--- config.mk ---
export PLATFORM = sky130hd
export DESIGN_NAME = rx_loss_detect
export DESIGN_NICKNAME = d
export VERILOG_FILES = /design/src/rtl/rx_loss_pkg.sv /design/src/rtl/ch_classify.sv /design/src/rtl/qual_counter.sv /design/src/rtl/rx_loss_detect.sv
export SDC_FILE = /design/constraint.sdc
export NUM_CORES = 1
export LEC_CHECK = 0
export BUFFER_PORTS_ARGS = -buffer_cell sky130_fd_sc_hd__buf_2
export CAP_MARGIN = 20
export CORE_MARGIN = 2
export CORE_UTILIZATION = 45
export CTS_BUF_LIST = sky130_fd_sc_hd__clkbuf_8
export CTS_CLUSTER_SIZE = 10
export DETAILED_ROUTE_END_ITERATION = 8
export PLACE_DENSITY = 0.67
export REMOVE_ABC_BUFFERS = 1
export SYNTH_ARGS = -nofsm -noshare
export SYNTH_HDL_FRONTEND = slang
export SYNTH_SLANG_ARGS = --single-unit
--- constraint.sdc ---
create_clock -name clk -period 2.2 [get_ports clk]
set_clock_uncertainty 0.05 [all_clocks]
set_input_delay 0.22 -clock clk [delete_from_list [all_inputs] [get_ports clk]]
set_output_delay 0.22 -clock clk [all_outputs]
set_load 0.01 [all_outputs]
--- src/rtl/rx_loss_pkg.sv ---
// Shared types for the receiver signal-loss detector.
// Assumes: nothing beyond IEEE 1800-2017.
package rx_loss_pkg;

    // Level class of one receiver channel
    typedef enum logic [1:0] {
        CH_QUIET = 2'd0,   // magnitude inside the near-zero band
        CH_MID   = 2'd1,   // indeterminate band
        CH_VALID = 2'd2    // valid signalling level
    } ch_cls_e;

    // Width needed for a counter that saturates at lim-1
    function automatic int unsigned cnt_width(input int unsigned lim);
        int unsigned w;
        w = (lim > 1) ? $clog2(lim) : 1;
        return w;
    endfunction

endpackage

--- src/rtl/ch_classify.sv ---
// Turns the two comparator flags of every channel into a level class.
// Assumes: the valid flag wins when both flags are set, because the
// valid threshold is the stronger evidence of a driven line.
module ch_classify
    import rx_loss_pkg::*;
#(
    parameter int unsigned NUM_CH = 5
) (
    input  logic [NUM_CH-1:0] valid_i,
    input  logic [NUM_CH-1:0] quiet_i,
    output ch_cls_e           cls_o [NUM_CH]
);

    for (genvar g = 0; g < NUM_CH; g++) begin : g_ch
        // Per-channel priority decode: valid, then quiet, else indeterminate
        always_comb begin
            if (valid_i[g])
                cls_o[g] = CH_VALID;
            else if (quiet_i[g])
                cls_o[g] = CH_QUIET;
            else
                cls_o[g] = CH_MID;
        end
    end

endmodule

--- src/rtl/qual_counter.sv ---
// Saturating qualification counter. It counts sampled cycles with
// adv_i set, clears on clr_i, and otherwise holds. hit_o flags the
// cycle whose sampling edge completes LIMIT advancing cycles, and
// every further advancing cycle after that.
// Assumes: LIMIT >= 1; adv_i and clr_i are never set together.
module qual_counter #(
    parameter int unsigned LIMIT = 16
) (
    input  logic clk,
    input  logic rst_n,
    input  logic adv_i,
    input  logic clr_i,
    output logic hit_o
);

    localparam int unsigned CW = rx_loss_pkg::cnt_width(LIMIT);
    localparam logic [CW-1:0] TOP = CW'(LIMIT - 1);

    logic [CW-1:0] cnt_q;

    // Count advancing cycles up to TOP, clear on request, else hold
    always_ff @(posedge clk) begin
        if (!rst_n)
            cnt_q <= '0;
        else if (clr_i)
            cnt_q <= '0;
        else if (adv_i && (cnt_q != TOP))
            cnt_q <= cnt_q + 1'b1;
    end

    // Completion flag for the current sampled cycle
    assign hit_o = adv_i && (cnt_q == TOP);


    cnt_bound_chk: assert property (@(posedge clk) disable iff (!rst_n)
        cnt_q <= TOP);


    cnt_hold_chk: assert property (@(posedge clk) disable iff (!rst_n)
        (!adv_i && !clr_i) |=> $stable(cnt_q));


    cnt_clear_chk: assert property (@(posedge clk) disable iff (!rst_n)
        clr_i |=> !hit_o || (TOP == '0));

endmodule

--- src/rtl/rx_loss_detect.sv ---
// Receiver signal-loss detector. It classifies every channel, runs a
// short rise qualification on "any channel valid" and a long fall
// qualification on "all channels invalid", and drives an active-low
// loss flag from a single register.
// Assumes: comparator flags are already synchronous to clk. The flag
// has no effect on power mode.
module rx_loss_detect
    import rx_loss_pkg::*;
#(
    parameter int unsigned NUM_CH   = 5,
    parameter int unsigned RISE_CYC = 100,
    parameter int unsigned FALL_CYC = 3000
) (
    input  logic              clk,
    input  logic              rst_n,
    input  logic [NUM_CH-1:0] ch_valid_i,
    input  logic [NUM_CH-1:0] ch_quiet_i,
    output logic              loss_n_o
);

    ch_cls_e cls [NUM_CH];
    logic    any_valid;
    logic    all_quiet;
    logic    rise_hit;
    logic    fall_hit;
    logic    flag_q;

    ch_classify #(.NUM_CH(NUM_CH)) u_cls (
        .valid_i (ch_valid_i),
        .quiet_i (ch_quiet_i),
        .cls_o   (cls)
    );

    // Reduce channel classes to the two group conditions
    always_comb begin
        any_valid = 1'b0;
        all_quiet = 1'b1;
        for (int i = 0; i < NUM_CH; i++) begin
            if (cls[i] == CH_VALID) any_valid = 1'b1;
            if (cls[i] != CH_QUIET) all_quiet = 1'b0;
        end
    end

    qual_counter #(.LIMIT(RISE_CYC)) u_rise (
        .clk   (clk),
        .rst_n (rst_n),
        .adv_i (any_valid),
        .clr_i (!any_valid),
        .hit_o (rise_hit)
    );

    qual_counter #(.LIMIT(FALL_CYC)) u_fall (
        .clk   (clk),
        .rst_n (rst_n),
        .adv_i (all_quiet),
        .clr_i (any_valid),
        .hit_o (fall_hit)
    );

    // Loss flag register: set on rise completion, clear on fall completion
    always_ff @(posedge clk) begin
        if (!rst_n)
            flag_q <= 1'b0;
        else if (rise_hit)
            flag_q <= 1'b1;
        else if (fall_hit)
            flag_q <= 1'b0;
    end

    assign loss_n_o = flag_q;


    rise_cause_chk: assert property (@(posedge clk) disable iff (!rst_n)
        $rose(flag_q) |-> $past(any_valid));


    fall_cause_chk: assert property (@(posedge clk) disable iff (!rst_n)
        $fell(flag_q) |-> $past(all_quiet));


    mid_hold_chk: assert property (@(posedge clk) disable iff (!rst_n)
        (!any_valid && !all_quiet) |=> $stable(flag_q));


    excl_cond_chk: assert property (@(posedge clk) disable iff (!rst_n)
        !(any_valid && all_quiet));

endmodule

After elaboration in Yosys (flattened, before gate mapping). Cells that the tools add are included.

Register bits: 20. Input bits: 12. Output and inout bits: 1.

Add/sub/neg operators: 2. Eq/ne operators: 9. Reductions and logical operators: 12. Bitwise operators: 1. Mux-type cells: 22.

Operator list (count): $mux 1 (17); $add 12x1->12 const B (1); $eq 12x12->1 const B (1); $ne 12x12->1 const B (1); $reduce_bool 2->1 (6); $eq 2x2->1 const B (5); $mux 2 (5); $add 7x1->7 const B (1); $eq 7x7->1 const B (1); $ne 7x7->1 const B (1); $logic_and 1x1->1 (4); $reduce_and 2->1 (1); $reduce_or 2->1 (1); $not 1->1 (1).

Logic depth before layout (Yosys ltp). Gate-level depths: netlist of run 1.

Depth in word-level cells: 11. Mapped depth: 7. Depth with buffers taken out: 5.

Modules after synthesis. Synthesis of run 1 repeated with hierarchy kept, for this count alone.

Cells, all modules: 135. Area total of the unflattened synthesis: 1169.9 um^2.

By module, submodules not included: qual_counter at u_fall (cells an instance 71, seq. area each 240.2 um^2, area an instance 631.9 um^2, times used 1); qual_counter at u_rise (cells an instance 40, seq. area each 140.1 um^2, area an instance 367.9 um^2, times used 1); rx_loss_detect (cells an instance 14, seq. area each 20.0 um^2, area an instance 113.9 um^2, times used 1); ch_classify (cells an instance 10, seq. area each 0.0 um^2, area an instance 56.3 um^2, times used 1).

Worst setup path before layout of run 1. OpenSTA, ideal clock, no wires.

Path kind: input-to-reg. From: in ch_valid_i[1]. To: reg u_fall.cnt_q[7]. Stages on the path: 6. Setup time: 0.070 ns. Data arrival time: 2.132 ns. Slack: -0.052 ns. Buffers on the path: 2. Required time: 2.080 ns. Cell sequence: or4_4 > or4_1 > buf_2 > buf_6 > or4_1 > a21oi_1.

Word-level cells in the longest chain between the ends: 7.

RTL lines: start: declaration (RTL line rx_loss_detect.sv:16) `input logic [NUM_CH-1:0] ch_valid_i,`; $mux 2 (*) (RTL line ch_classify.sv:17) `if (valid_i[g])`; $eq 2x2->1 / $reduce_bool 2->1 (equally long branches) (RTL line rx_loss_detect.sv:39, rx_loss_detect.sv:40); $mux 1 (on tied branches) (4 in series) (RTL line rx_loss_detect.sv:39, rx_loss_detect.sv:40); $reduce_or 2->1 (no source line) / $logic_and 1x1->1 (equally long branches); end signal: assignment (RTL line qual_counter.sv:28) `cnt_q <= cnt_q + 1'b1;`; end: declaration (RTL line qual_counter.sv:19) `logic [CW-1:0] cnt_q;`.

Every way passes the cells marked *; elsewhere a longest branch is shown, timed or not. A chain may end at the register's enable or synchronous reset.

Worst setup path in the final report of run 1.
From: in ch_valid_i[1]. To: reg u_fall.cnt_q[5].

Same word-level chain as after synthesis.

==> PnR_summary.wiki, run 1 <==
{| class="wikitable"
! Metric !! Value
|-
| Die Area || ~0.0026 mm2
|-
| First DRT Iteration DRCs || 20
|-
| Skew-Pair Late Insertion Delay || roughly 0.26 ns
|-
| Global-route met3 utilization || 6.14%
|-
| PwrDens || 660 mW/mm2
|-
| Top-count cell post-synth || dfxtp_1
|-
| Part of the Yosys area used for sequential elements || 40.4%
|-
| Slew Limit Headroom || approximately two thirds
|-
| Boundary Pins || 13
|-
| Iteration count of the initial detailed-routing pass || 4
|-
| Via count of the first global-routing pass || ~800
|-
| Largest cells by area after synthesis || dfxtp_1 (40%), or4_1 (7.6%), a21oi_1 (6.1%), o31ai_1 (6.1%), nand3_1 (5.6%)
|-
| Cell type with the largest total area after synthesis || dfxtp_1
|-
| Critical path cell sequence || buf_2 > or4_4 > or4_1 > buf_4 > or4_1 > a21oi_1
|-
| Number of enable-type register cells in the synthesized netlist || 0
|-
| Die Ht || between 50 and 60 um
|-
| Post-DR wirelength/cell || about 12 um
|-
| Final min period || 2.09 ns
|-
| Overall Global Routing Usage || 17.7%
|-
| RePlAce Congestion || between 0.7 and 0.8
|-
| Distinct cells, synth || 31
|-
| Met2 track demand over resource || between 20% and 30%
|-
| Pin count of the biggest net entering global routing || 25
|-
| Total of warnings raised by yosys || 0
|-
| Data arrival time of the worst path || ~2.2 ns
|-
| Category of the worst setup path launch point || input pin
|-
| Cell with the biggest individual delay on the critical path || or4_4
|-
| Most frequent CP cell || or4_1
|-
| # clock sinks || 20
|-
| Post-CTS Resized || 0
|-
| Syn-to-layout area delta || 16.9%
|-
| Floorplan die width || around 51 um
|-
| Hold bufs inserted after CTS || 0
|-
| Root buffer cell || clkbuf_8
|-
| Max-slew violation count || 0
|-
| Startpoint of the worst hold path || rst_n
|-
| Setup violation total in the final timing report || 0
|-
| Syn Area/Cell || about 8.6 um2
|-
| Vias per cell || 5.53
|-
| Layout cells sized above 1 || approximately 18%
|-
| RSZ-0062 raised after global routing || no
|-
| Row cnt || 16
|-
| CORE AREA || about 0.0020 mm2
|-
| Area fraction of the dominant cell type after synthesis || roughly two fifths
|-
| Share of synthesized flip-flops with an asynchronous set or reset || 0%
|-
| Delay-heaviest family, CP || simple AND/OR/NAND/NOR gates
|-
| Setup CP Type || input pin to flop
|-
| Final Cycle Share || a little over nine tenths
|-
| DRC violations left || 0
|-
| Final hold violations || 0
|-
| Required time worst endpoint || about 2.3 ns
|-
| Antenna violations before repair || 0
|-
| Most heavily used metal layer in global routing || met2
|-
| Number of max-cap violations || 0
|-
| Final ANT Viol Nets || 0
|-
| Number of levels the H-tree was split into || 1
|-
| Post-Place Worst Slack || -0.175 ns
|-
| Routed vias || a little under 900
|-
| Synth Cell Area || just under 0.001 mm2
|-
| Post-synthesis sequential element count || 20
|-
| Origin of the critical flop-to-flop path || u_fall.cnt_q[10]
|-
| Max Clock Freq || roughly 480 MHz
|-
| Synth Instances || around 120
|-
| Path type of the worst min-delay path || input pin to flop
|-
| Slowest cell delay on critical path || ~0.52 ns
|-
| Maximum net fanout on the critical path || 24
|-
| Met1 usage in global routing || 24.4%
|-
| Kind of end point of the critical path || flop
|-
| Clock buffer count from CTS || 3
|-
| Starting density of the core || between 40% and 50%
|-
| Synth cell count leaders || dfxtp_1 (20), a21oi_1 (12), nand3_1 (11), or4_1 (10), o31ai_1 (8)
|-
| Clock slew at reported path FFs || ~0.080 ns
|-
| Diodes inserted || 0
|-
| Worst VDD drop || approximately 520 uV
|-
| Final HPWL from detailed placement || ~1.4 mm
|-
| Result of the run || complete, no violations
|-
| TritonCTS clock tree || done
|-
| Count of filler cells inserted in the layout || 196
|-
| Worst setup margin || roughly 0.11 ns
|-
| Global-route wire length before repair || approximately 3.5 mm
|-
| CP Launch Point || ch_valid_i[1]
|-
| Aggregate global routing overflow || 0
|-
| Post-CTS setup buffers || 0
|-
| Aggregate routed wire length || 1.95 mm
|-
| Static leakage || a little under 0.0004 uW
|-
| Power Total || 765 uW
|-
| Most used DFF post-synth || dfxtp_1
|-
| Number of buffer and inverter instances along the worst setup path || 2
|-
| Port Buffer Count || 12
|-
| Hold slack || roughly 0.16 ns
|-
| Clock tree buffer depth || 2
|-
| Slew at the pin with the worst max-slew slack || 0.506 ns
|-
| Final nets || roughly 150
|}
tightest hold or removal path, cell delays in order:
cell and delay [ns]:
buf_2 0.11, inv_1 0.06, a21oi_1 0.04
final cells by class:
cell class | count | area (um2) | share of cell area (%)
tap | 27 | 33.8 | 2.92
sequential | 20 | 400 | 34.6
timing repair buffer | 16 | 90.1 | 7.78
clock buffer | 3 | 41.3 | 3.56
inverter | 3 | 11.3 | 0.972
multi-input combinational | 87 | 552 | 47.6
clock inverter | 1 | 30.0 | 2.59
stage by stage:
stage / instance area [um2] / cells / TNS (ns) / utilization (%)
6_report: 1160 / 157 / 0 / 57.3
5_1_grt: 1160 / 157 / 0 / 57.3
4_1_cts: 1160 / 157 / 0 / 57.3
3_5_place_dp: 1090 / 153 / -1.54 / 53.8
3_3_place_gp: 1090 / 153 / -1.05 / 53.8
2_1_floorplan: 963 / 110 / -1.01 / -
cell usage in the layout, fill, tap and decap left out, types with 2 or more instances in the layout:
| cell | synthesis | routed |
|---|---|---|
| buf_2 | 1 | 12 |
| nand2_1 | 7 | 7 |
| nor2_1 | 7 | 7 |
| or4_1 | 10 | 10 |
| a21oi_1 | 12 | 12 |
| inv_1 | 3 | 3 |
| ha_1 | 2 | 2 |
| o31ai_1 | 8 | 8 |
| and3_1 | 4 | 4 |
| xor2_1 | 2 | 2 |
| buf_4 | 0 | 4 |
| dfxtp_1 | 20 | 20 |
| o21ai_0 | 3 | 3 |
| xnor2_1 | 3 | 3 |
| nand2b_1 | 2 | 2 |
| nand3_1 | 11 | 11 |
| clkbuf_8 | 0 | 3 |
| mux2i_1 | 2 | 2 |
| nor4_1 | 2 | 2 |
kinds of logic (layout without fill, tap and decap cells):
group,after synthesis,after routing,synth area share (%)
flops,20,20,40.4
compound gates,26,26,15.9
fa+ha+maj,2,2,2.52
simple gates,52,52,30.8
xor+xnor,5,5,4.42
mux,2,2,2.02
buf+inv,8,23,3.91
flip-flops by register name, summed over array words and instances, names as in the netlist:
name / cells
loss_n_o: 1
u_fall.cnt_q: 12
u_rise.cnt_q: 7
report_power, final:
| group | internal [uW] | switching, uW | total (uW) |
|---|---|---|---|
| Combinational | 15.2 | 12.8 | 28.0 |
| Sequential | 367 | 3.90 | 370 |
| Clock | 243 | 123 | 366 |
final timing paths:
path / endpoint / slack, ns / cells past startpoint
setup / recovery: u_fall.cnt_q[5] / 0.11 / 6
hold / removal: loss_n_o / 0.16 / 3
setup reg to reg: loss_n_o / 0.33 / 4
hold reg to reg: loss_n_o / 0.43 / 2
routing by layer:
| metal | up-vias | routed length, um |
|---|---|---|
| met1 | 385 | 1040 |
| met3 | 4 | 73 |
| li1 | 465 | - |
| met4 | 0 | 29 |
| met5 | - | 0 |
| met2 | 14 | 804 |
(Power assumes the default switching activity.)
==> inputs of run 2 (changes only) <==
- PLACE_DENSITY: 0.67 -> 0.77
==> run 2 against run 1 <==
Against the previous run:
- maximum frequency increased by 0.11%
- sequential share of layout area up 0.92 points
- via count increased by 4.8%
- first-iteration DRC count rose by 15%
- sequential power is essentially flat
==> PnR_summary.wiki, run 2 (same netlist as run 1, synthesis figures left out) <==
{| class="wikitable"
! Metric !! Value
|-
| Area after DPL || 0.00109 mm2 (unchanged)
|-
| Combined area of the multi-input logic cells || 552 um2 (unchanged)
|-
| Worst r2r dst || loss_n_o
|-
| Number of levels the H-tree was split into || 1 (unchanged)
|-
| CP Launch Point || ch_valid_i[1]
|-
| Starting density of the core || 49.0% (unchanged)
|-
| Data arrival time of the worst path || 2.23 ns (about the same)
|-
| Clock tree buffer depth || 2 (unchanged)
|-
| Number of flip-flops under the largest register name || 12 (unchanged)
|-
| Row cnt || 16 (unchanged)
|-
| First DRT Iteration DRCs || 23 (+15%)
|-
| Number of buffer and inverter instances along the worst setup path || 2 (unchanged)
|-
| Maximum net fanout on the critical path || 24 (unchanged)
|-
| Diodes inserted || 0 (unchanged)
|-
| Slew at the pin with the worst max-slew slack || 0.480 ns (-0.0261 ns)
|-
| Post-CTS setup buffers || 0 (unchanged)
|-
| Die Ht || 50.9 um (unchanged)
|-
| TritonCTS clock tree || done
|-
| Slew Limit Headroom || 67.8% (+1.8 points)
|-
| Final Cycle Share || 94.9% (-0.10 points)
|-
| Kind of end point of the critical path || flop
|-
| Origin of the critical flop-to-flop path || u_fall.cnt_q[10]
|-
| Overall Global Routing Usage || 16.6% (-1.0 points)
|-
| Setup CP Type || input pin to flop
|-
| RePlAce Congestion || 0.763 (+1.7%)
|-
| Most frequent CP cell || or4_1
|-
| Power Total || 632 uW (-17%)
|-
| Clock slew at reported path FFs || 0.07 ns (about the same)
|-
| Routed vias || 910 (+4.8%)
|-
| Worst R2R Path Depth || 4 (unchanged)
|-
| Floorplan die width || 50.9 um (unchanged)
|-
| Critical path cell sequence || buf_2 > or4_4 > or4_1 > buf_4 > or4_1 > a21oi_1
|-
| RSZ-0062 raised after global routing || no
|-
| Slowest cell delay on critical path || 0.52 ns (about the same)
|-
| Setup violation total in the final timing report || 0 (unchanged)
|-
| Required time worst endpoint || 2.34 ns (about the same)
|-
| Largest register by flop count || u_fall.cnt_q
|-
| Last element of the critical path || u_fall.cnt_q[5]
|-
| Pin count of the biggest net entering global routing || 25 (unchanged)
|-
| Final hold violations || 0 (unchanged)
|-
| CORE AREA || 0.00202 mm2 (unchanged)
|-
| Boundary Pins || 13 (unchanged)
|-
| Die Area || 0.00259 mm2 (unchanged)
|-
| Sum of negative setup slack || 0 ns (unchanged)
|-
| Final HPWL from detailed placement || 1.45 mm (+3.7%)
|-
| Path type of the worst min-delay path || input pin to flop
|-
| Reg-to-reg slack, setup || 0.36 ns (+0.03 ns)
|-
| Antenna violations before repair || 0 (unchanged)
|-
| Syn-to-layout area delta || 13.9%
|-
| Max Clock Freq || 479 MHz (+0.11%)
|-
| Category of the worst setup path launch point || input pin
|-
| Hold bufs inserted after CTS || 0 (unchanged)
|-
| Count of filler cells inserted in the layout || 181 (-7.7%)
|-
| DRC violations left || 0 (unchanged)
|-
| PwrDens || 560 mW/mm2 (-15%)
|-
| Number of max-cap violations || 0 (unchanged)
|-
| Crit. path cell count || 6 (unchanged)
|-
| Flip-flop and latch area || 400 um2 (unchanged)
|-
| Layout cells sized above 1 || 17.8% (-0.63 points)
|-
| DP Cell Count || 153 (unchanged)
|-
| Aggregate global routing overflow || 0 (unchanged)
|-
| Post-CTS Resized || 0 (unchanged)
|-
| Static leakage || 0.000376 uW (-3.6%)
|-
| Final Instance Count excl. Fillers || 156 (-0.64%)
|-
| Vias per cell || 5.83 (+5.5%)
|-
| Max-slew violation count || 0 (unchanged)
|-
| Final ANT Viol Nets || 0 (unchanged)
|-
| Aggregate routed wire length || 1.92 mm (-1.4%)
|-
| Result of the run || complete, no violations
|-
| Post-DR wirelength/cell || 12.3 um (-0.75%)
|-
| Skew-Pair Late Insertion Delay || 0.26 ns (about the same)
|-
| Post-Layout Inst Area || 0.00113 mm2 (-2.6%)
|-
| Global-route wire length before repair || 3.24 mm (-6.4%)
|-
| Clock buffer count from CTS || 3 (unchanged)
|-
| Final min period || 2.09 ns (-0.00223 ns)
|-
| Iteration count of the initial detailed-routing pass || 4 (unchanged)
|-
| Port Buffer Count || 12 (unchanged)
|-
| Most common cell after layout, fill and taps aside || dfxtp_1
|-
| Root buffer cell || clkbuf_8
|-
| Most frequent cells in the layout || dfxtp_1 (20), a21oi_1 (12), buf_2 (12)
|-
| # clock sinks || 20 (unchanged)
|-
| Worst VDD drop || 507 uV (-2.6%)
|-
| Cell with the biggest individual delay on the critical path || or4_4
|-
| Delay-heaviest family, CP || simple AND/OR/NAND/NOR gates
|-
| Final nets || 145 (unchanged)
|-
| Via count of the first global-routing pass || 785 (-2.4%)
|}
==> run 2: metrics by stage <==
| stage | hold WS, ns | utilization, % | setup slack, ns |
|---|---|---|---|
| after global placement | 0.419 | 53.8 | -0.110 |
| after floorplan | 0.302 | - | -0.119 |
| after detailed placement | 0.419 | 53.8 | -0.161 |
| final | 0.176 | 55.8 | 0.112 |
| after global routing | 0.201 | 55.8 | 0.0311 |
| after CTS | 0.164 | 55.8 | 0.110 |
==> run 2: worst min path at each step <==
stage	end	cells after the start	startpoint	slack, ns
finish	loss_n_o	3	rst_n	0.18
global route	loss_n_o	3	rst_n	0.20
CTS	loss_n_o	3	rst_n	0.16
detailed placement	loss_n_o	2	loss_n_o	0.42
global placement	u_fall.cnt_q[11]	2	u_fall.cnt_q[11]	0.42
floorplan	loss_n_o	2	rst_n	0.30
==> run 2: layer usage <==
metal	share of wire, %	up-vias	wire length (um)	global-route usage (%)
li1	-	468	-	-
met1	42	429	800	17.5
met2	54	11	1040	31.0
met3	3.5	2	68	6.14
met4	0.57	0	11	4.05
met5	0	-	0	0
==> run 2: power breakdown <==
part / switching (uW) / leakage [uW] / internal, uW
clock: 112 / 0.0000216 / 122
sequential: 3.78 / 0.000162 / 367
combinational: 12.5 / 0.000192 / 15.3
total: 128 / 0.000376 / 504
==> run 2: worst reg2reg max path, cell delays in order (launching register included) <==
cell and delay [ns]:
dfxtp_1 0.33, or4b_2 0.68, or4_1 0.43, o21ai_0 0.16
a21oi_1 0.08
==> run 2: area by class of cell <==
| class | count | share of cell area [%] |
|---|---|---|
| Tap cell | 27 | 2.99 |
| Sequential cell | 20 | 35.5 |
| Inverter | 3 | 0.998 |
| Timing Repair Buffer | 16 | 7.98 |
| Multi-Input combinational cell | 87 | 48.9 |
| Clock buffer | 3 | 3.66 |
